$ cat src/rtl/rtc_trim_pkg.sv
package rtc_trim_pkg;
  localparam int TRIM_CNT_W = 9;

  // window selection; the encoded value is the right-shift of the window length
  typedef enum logic [1:0] {
    WIN_FULL    = 2'd0,
    WIN_HALF    = 2'd1,
    WIN_QUARTER = 2'd2
  } trim_win_e;

  typedef struct packed {
    logic [TRIM_CNT_W-1:0] count;
    logic                  insert;
    logic                  half;
    logic                  quarter;
  } trim_cfg_t;

  function automatic trim_win_e win_of(input trim_cfg_t c);
    if (c.quarter)   return WIN_QUARTER;
    else if (c.half) return WIN_HALF;
    return WIN_FULL;
  endfunction

  function automatic logic [TRIM_CNT_W-1:0] bit_reverse(input logic [TRIM_CNT_W-1:0] v);
    logic [TRIM_CNT_W-1:0] r;
    for (int i = 0; i < TRIM_CNT_W; i++) r[i] = v[TRIM_CNT_W-1-i];
    return r;
  endfunction
endpackage

$ cat src/rtl/rtc_trim_regs.sv
module rtc_trim_regs
  import rtc_trim_pkg::*;
(
  input  logic      clk,
  input  logic      rst_n,
  input  logic      tick,
  input  logic      init_mode,
  input  logic      wr_en,
  input  trim_cfg_t wr_cfg,
  output trim_cfg_t act_cfg,
  output logic      pend,
  output logic      restart
);
  trim_cfg_t shadow_q, shadow_d, act_q, act_d;
  logic      pend_q, pend_d;
  logic      take_init, take_run, commit;

  always_comb begin
    take_init = wr_en && init_mode;
    take_run  = wr_en && !init_mode && !pend_q;
    commit    = pend_q && tick;
    shadow_d  = shadow_q;
    act_d     = act_q;
    pend_d    = pend_q;
    if (take_run) begin
      shadow_d = wr_cfg;
      pend_d   = 1'b1;
    end
    if (commit) begin
      act_d  = shadow_q;
      pend_d = 1'b0;
    end
    if (take_init) begin
      act_d  = wr_cfg;
      pend_d = 1'b0;
    end
  end

  always_ff @(posedge clk or negedge rst_n) begin
    if (!rst_n) begin
      shadow_q <= '0;
      act_q    <= '0;
      pend_q   <= 1'b0;
    end else begin
      shadow_q <= shadow_d;
      act_q    <= act_d;
      pend_q   <= pend_d;
    end
  end

  assign act_cfg = act_q;
  assign pend    = pend_q;
  assign restart = commit || take_init;

  // an accepted run-mode write raises the pending flag
  assert_wr_sets_pend_R7: assert property (@(posedge clk) disable iff (!rst_n)
    (wr_en && !init_mode && !pend_q) |=> pend_q);
  // a tick while pending clears the flag
  assert_tick_clears_pend_R7: assert property (@(posedge clk) disable iff (!rst_n)
    (pend_q && tick) |=> !pend_q);
  // while pending and without tick or init, nothing changes
  assert_busy_hold_R8: assert property (@(posedge clk) disable iff (!rst_n)
    (pend_q && !tick && !init_mode) |=> (pend_q && $stable(act_q)));
  // init-mode writes never leave a pending flag
  assert_init_no_pend_R9: assert property (@(posedge clk) disable iff (!rst_n)
    (wr_en && init_mode) |=> !pend_q);
endmodule

$ cat src/rtl/rtc_trim_counter.sv
module rtc_trim_counter
  import rtc_trim_pkg::*;
#(
  parameter int CYC_W = 20
) (
  input  logic             clk,
  input  logic             rst_n,
  input  logic             restart,
  input  trim_win_e        win,
  output logic [CYC_W-1:0] cnt
);
  localparam logic [CYC_W-1:0] ALL_ONES = '1;

  logic [CYC_W-1:0] cnt_q, cnt_d, last;
  logic             cnt_en;

  always_comb begin
    last   = ALL_ONES >> win;
    cnt_en = 1'b1;
    cnt_d  = cnt_q;
    if (restart)            cnt_d = '0;
    else if (cnt_en)        cnt_d = (cnt_q == last) ? '0 : cnt_q + 1'b1;
  end

  always_ff @(posedge clk or negedge rst_n) begin
    if (!rst_n) cnt_q <= '0;
    else        cnt_q <= cnt_d;
  end

  assign cnt = cnt_q;

  // the count stays inside the selected window
  assert_cnt_in_window_R5: assert property (@(posedge clk) disable iff (!rst_n)
    cnt_q <= last);
  // a commit restarts the window from zero
  assert_restart_zero_R7: assert property (@(posedge clk) disable iff (!rst_n)
    restart |=> (cnt_q == '0));
endmodule

$ cat src/rtl/rtc_trim_gate.sv
module rtc_trim_gate
  import rtc_trim_pkg::*;
#(
  parameter int CYC_W = 20
) (
  input  logic             clk,
  input  logic             rst_n,
  input  logic [CYC_W-1:0] cnt,
  input  trim_cfg_t        cfg,
  input  trim_win_e        win,
  output logic [1:0]       adv
);
  localparam int SUB_W = CYC_W - TRIM_CNT_W;
  localparam logic [SUB_W-1:0] INS_POS = SUB_W'(1) << (SUB_W - 1);

  logic                  slot, swallow, insert_hit;
  logic [TRIM_CNT_W-1:0] idx, rev, keep, count_eff;

  always_comb begin
    slot       = (cnt[SUB_W-1:0] == '0);
    idx        = cnt[CYC_W-1:SUB_W];
    rev        = bit_reverse(idx);
    keep       = {TRIM_CNT_W{1'b1}} << win;
    count_eff  = cfg.count & keep;
    swallow    = slot && (rev < count_eff);
    insert_hit = cfg.insert && (cnt[SUB_W-1:0] == INS_POS);
    adv        = 2'd1 - {1'b0, swallow} + {1'b0, insert_hit};
  end

  // swallowed cycles fall only on slot boundaries
  assert_swallow_on_slot_R4: assert property (@(posedge clk) disable iff (!rst_n)
    (adv == 2'd0) |-> (cnt[SUB_W-1:0] == '0));
  // a double increment requires the insert bit
  assert_double_needs_insert_R3: assert property (@(posedge clk) disable iff (!rst_n)
    (adv == 2'd2) |-> cfg.insert);
  // the encoding never reaches 3
  assert_adv_range_R10: assert property (@(posedge clk) disable iff (!rst_n)
    adv != 2'd3);
endmodule

$ cat src/rtl/rtc_smooth_trim.sv
module rtc_smooth_trim
  import rtc_trim_pkg::*;
#(
  parameter int CYC_W = 20
) (
  input  logic                  clk_rtc,
  input  logic                  rst_n,
  input  logic                  tick_i,
  input  logic                  init_mode_i,
  input  logic                  wr_en_i,
  input  logic [TRIM_CNT_W-1:0] wr_count_i,
  input  logic                  wr_insert_i,
  input  logic                  wr_half_i,
  input  logic                  wr_quarter_i,
  output logic [1:0]            adv_o,
  output logic                  pend_o
);
  logic [1:0]       rst_sync_q;
  logic             rst_int_n;
  trim_cfg_t        wr_cfg, act_cfg;
  trim_win_e        win;
  logic             restart;
  logic [CYC_W-1:0] cnt;

  always_ff @(posedge clk_rtc or negedge rst_n) begin
    if (!rst_n) rst_sync_q <= 2'b00;
    else        rst_sync_q <= {rst_sync_q[0], 1'b1};
  end
  assign rst_int_n = rst_sync_q[1];

  always_comb begin
    wr_cfg.count   = wr_count_i;
    wr_cfg.insert  = wr_insert_i;
    wr_cfg.half    = wr_half_i;
    wr_cfg.quarter = wr_quarter_i;
    win            = win_of(act_cfg);
  end

  rtc_trim_regs regs_i (
    .clk       (clk_rtc),
    .rst_n     (rst_int_n),
    .tick      (tick_i),
    .init_mode (init_mode_i),
    .wr_en     (wr_en_i),
    .wr_cfg    (wr_cfg),
    .act_cfg   (act_cfg),
    .pend      (pend_o),
    .restart   (restart)
  );

  rtc_trim_counter #(.CYC_W(CYC_W)) counter_i (
    .clk     (clk_rtc),
    .rst_n   (rst_int_n),
    .restart (restart),
    .win     (win),
    .cnt     (cnt)
  );

  rtc_trim_gate #(.CYC_W(CYC_W)) gate_i (
    .clk   (clk_rtc),
    .rst_n (rst_int_n),
    .cnt   (cnt),
    .cfg   (act_cfg),
    .win   (win),
    .adv   (adv_o)
  );

  // while the internal reset is held, no pulse is swallowed or inserted
  assert_reset_plain_R1: assert property (@(posedge clk_rtc)
    (!rst_int_n) |-> (adv_o == 2'd1 && !pend_o));
endmodule

$ cat config.mk
export PLATFORM = sky130hd
export DESIGN_NAME = rtc_smooth_trim
export DESIGN_NICKNAME = d
export VERILOG_FILES = /design/src/rtl/rtc_trim_pkg.sv /design/src/rtl/rtc_trim_regs.sv /design/src/rtl/rtc_trim_counter.sv /design/src/rtl/rtc_trim_gate.sv /design/src/rtl/rtc_smooth_trim.sv
export SDC_FILE = /design/constraint.sdc
export NUM_CORES = 1
export LEC_CHECK = 0
export BUFFER_PORTS_ARGS = -buffer_cell sky130_fd_sc_hd__buf_2
export CAP_MARGIN = 20
export CORE_UTILIZATION = 60
export DETAILED_ROUTE_END_ITERATION = 10
export PLACE_DENSITY_LB_ADDON = 0.3
export SLEW_MARGIN = 10
export SYNTH_ARGS = -nofsm -noshare
export SYNTH_HDL_FRONTEND = slang
export SYNTH_HIERARCHICAL = 1
export SYNTH_SLANG_ARGS = --single-unit
$ cat constraint.sdc
create_clock -name clk_rtc -period 2.5 [get_ports clk_rtc]
set_input_delay 0.5 -clock clk_rtc [delete_from_list [all_inputs] [get_ports clk_rtc]]
set_output_delay 0.5 -clock clk_rtc [all_outputs]
set_load 0.03 [all_outputs]
==> summary.md <==
| Metric | Value |
|---|---|
| Fin crit period | 2.78 ns |
| Final hold viol count | 0 |
| Number of synthesized register bits | 47 |
| CTS tree | done |
| Synthesized area | 0.00263 mm^2 |
| Placed Cells | 310 |
| Post-Syn Instances | 250 |
| Buffers & Inverters on Critical Path | 3 |
| Pleak | 1.29 nW |
| # port buffers | 19 |
| Family with the most delay on the worst path | simple AND/OR/NAND/NOR gates |
| Max-slew violation count | 0 |
| Post-Route WL | 5.46 mm |
| Syn Area/Cell | 10.5 um^2 |
| Worst-path cell chain | buf_6 > buf_4 > nor4b_4 > nor4_2 > nor4_1 > o211ai_1 > ha_1 > buf_6 |
| TritonCTS Buffers | 5 |
| Final setup skew | 0.00640 ns |
| Failing checks | setup timing |
| WHS | 0.366 ns |
| Sequential power share | 46.9% |
| Yosys cell types | 42 |
| Drt pass-1 iters | 4 |
| CP Launch Type | flip-flop |
| PwrDens | 690 mW/mm^2 |
| Diodes inserted | 0 |
| Clock-pin slew on the worst setup and hold paths | 0.09 ns |
| Commonest non-fill, non-tap cell in the layout | dfrtp_1 |
| Relative slew slack | 34.6% |
| Final setup viols | 2 |
| Switching power total | 0.580 mW |
| Mapped Nets | 277 |
| Initial antenna violation count | 0 |
| MaxCap Viol Count | 0 |
| Sw Share | 28.2% |
| Final TNS setup | -0.463 ns |
| Vias in the first global route | 1856 |
| Cell at the slowest stage of the critical path | dfrtp_1 |
| DIE HEIGHT | 68.2 um |
| Clock share of power | 28.1% |
| Maximum clock path buffer count | 2 |
| Kind of critical path | reg -> out |
| Post-route antenna net violation count | 0 |
| GRT Util Overall | 25.6% |
| Sequential area share after synthesis | 44.7% |
| Outcome | finished with violations |
| Die width | 68.2 um |
| R2r startpoint | counter_i/cnt[3]$_DFF_PN0_ |
| Die Area | 0.00465 mm^2 |
| Drt wl/cell | 17.0 um |
| Final Wtd Congestion | 0.844 |
| Crit share post-route | 111% |
| CTS root buffer | clkbuf_8 |
| Starting density of the core | 63.9% |
| Most frequent cells in the layout | dfrtp_1 (46), buf_2 (18), nand3_1 (16) |
| VDD IR max | 500 uV |
| Largest net degree at the start of global routing | 46 |
| Clk_lat worst skew | 0.30 ns |
| Vias/cell | 6.16 |
| Core footprint | 0.00412 mm^2 |
| Row Count | 23 |
| Detailed placement HPWL | 3.44 mm |
| PnR worst setup slack | -0.278 ns |
| Global route overflow | 0 |
| Unrepaired setup endpoints after global routing | true |
| Critical Path End Type | output port |
| Critical path arrival | 2.28 ns |
| HP Class | reg -> reg |
| First-pass GRT wire length | 8.69 mm |
| Warnings, synthesis | 6 |
| CTS Sinks | 47 |
| Clock H-tree levels | 2 |
| Area delta synth->final | 13.4% |
| Crit path launch | regs_i/act_cfg[0]$_DFFE_PN0N_ |
| Most used cell along the critical path | buf_6 |
| Peak Freq | 0.360 GHz |
| Drc violations | 0 |
| Int Pwr | 1.48 mW |
| WP data required | 2.00 ns |
| I/O pin total | 20 |
| Share of cells above drive strength 1 | 29.4% |
| Hold_sp | rst_sync_q[0]$_DFF_PN0_ |
| Least-Margin Pin Slew | 0.981 ns |
| Via Count | 1982 |
| Comb power frac | 24.9% |
| DRT iter0 DRCs | 124 |
| Non-filler instance count after layout | 322 |
| Max stage delay on crit path | 0.43 ns |
| Critical Path Fanout Max | 5 |
| Final nets | 298 |
[power groups by stage]
| stage | Combinational, mW | Clock [mW] | Sequential, mW |
|---|---|---|---|
| 3_5_place_dp | 0.436 | 0 | 0.975 |
| 3_3_place_gp | 0.419 | 0 | 0.972 |
| 5_1_grt | 0.560 | 0.617 | 0.982 |
| 6_report | 0.514 | 0.579 | 0.966 |
| 4_1_cts | 0.445 | 0.591 | 0.962 |
| 2_1_floorplan | 0.356 | 0 | 0.947 |
[cells in the mapped netlist, drive strengths merged]
cell	n	area [um^2]
a21bo	12	120
nand4	6	52.6
nor2b	2	12.5
a22o	1	8.76
dfrtp	47	1180
or4	4	33.8
conb	1	3.75
nor4b	1	15.0
a21oi	4	20.0
or3	6	37.5
nand3	16	80.1
and3b	3	26.3
or2	1	6.26
nor3b	2	26.3
xor2	4	35.0
o31ai	1	7.51
a211oi	5	42.5
o21ai	6	30.0
a221oi	9	78.8
nand4b	1	8.76
nor4	5	31.3
inv	11	41.3
nand2	12	45.0
a31oi	12	75.1
nand2b	1	6.26
a311oi	1	15.0
xnor2	9	78.8
and2	1	6.26
buf	8	61.3
o211ai	1	7.51
clkbuf	11	41.3
ha	10	125
mux2	12	173
nor3	10	50.1
nor2	14	52.6
[final timing paths]
kind	endpoint	depth (start not counted)	slack, ns
max reg2reg	counter_i/cnt[19]$_DFF_PN0_	4	0.36
min reg2reg	rst_sync_q[1]$_DFF_PN0_	0	0.37
max in group asynchronous	counter_i/cnt[6]$_DFF_PN0_	0	1.44
min in group asynchronous	regs_i/shadow_q[11]$_DFFE_PN0P_	0	0.44
max	adv_o[0]	8	-0.28
min	rst_sync_q[1]$_DFF_PN0_	0	0.37
[final cells by class]
type | instances | area, um^2
clock buffer | 6 | 82.6
clock inverter | 2 | 35.0
fill | 302 | 1130
inverter | 11 | 41.3
multi-input combinational | 173 | 1370
sequential | 47 | 1180
tap | 50 | 62.6
timing repair buffer | 33 | 213
[timing repair]
item,in CTS,in global routing
hold buffers,1,0
buffers inserted,0,3
setup endpoints to repair,2,2
resized for setup,2,10
pin swaps,0,8
hold endpoints to repair,2,0
[metrics by stage]
stage	power [mW]	worst slack, ns	utilization, %	instance area (um^2)
2_1_floorplan	1.30	0.0920	-	2630
3_3_place_gp	1.39	0.119	67.1	2760
3_5_place_dp	1.41	0.0204	67.1	2760
4_1_cts	2.00	-0.307	70.4	2900
5_1_grt	2.16	-0.376	72.5	2980
6_report	2.06	-0.278	72.5	2980
[metal layers]
metal  vias to the layer above  routed length (um)  track usage [%]
li1                        957                   -                -
met1                       972                2490             34.4
met2                        47                2730             40.6
met3                         6                 181             6.33
met4                         0                  59             7.55
met5                         -                   0                0
[logic make-up after synthesis]
group / after synthesis / synth area share [%]
compound gates: 52 / 15.4
fa+ha+maj: 10 / 4.76
flops: 47 / 44.7
xor+xnor: 13 / 4.33
mux: 12 / 6.56
other cells: 1 / 0.143
simple gates: 85 / 18.6
buf+inv: 30 / 5.47
[flip-flops by register name (all words and copies together) (netlist names)]
name and count:
regs_i/shadow_q 12, counter_i/cnt 20, regs_i/pend 1, rst_sync_q 2, regs_i/act_cfg 12
[worst register-to-register path, stage by stage, from the launching register on]
cell      delay, ns
dfrtp_1        0.49
nand4_4        0.17
or4_1          0.70
or4_4          0.47
a211oi_2       0.23
Note: power is estimated with default switching activity, not from simulation.
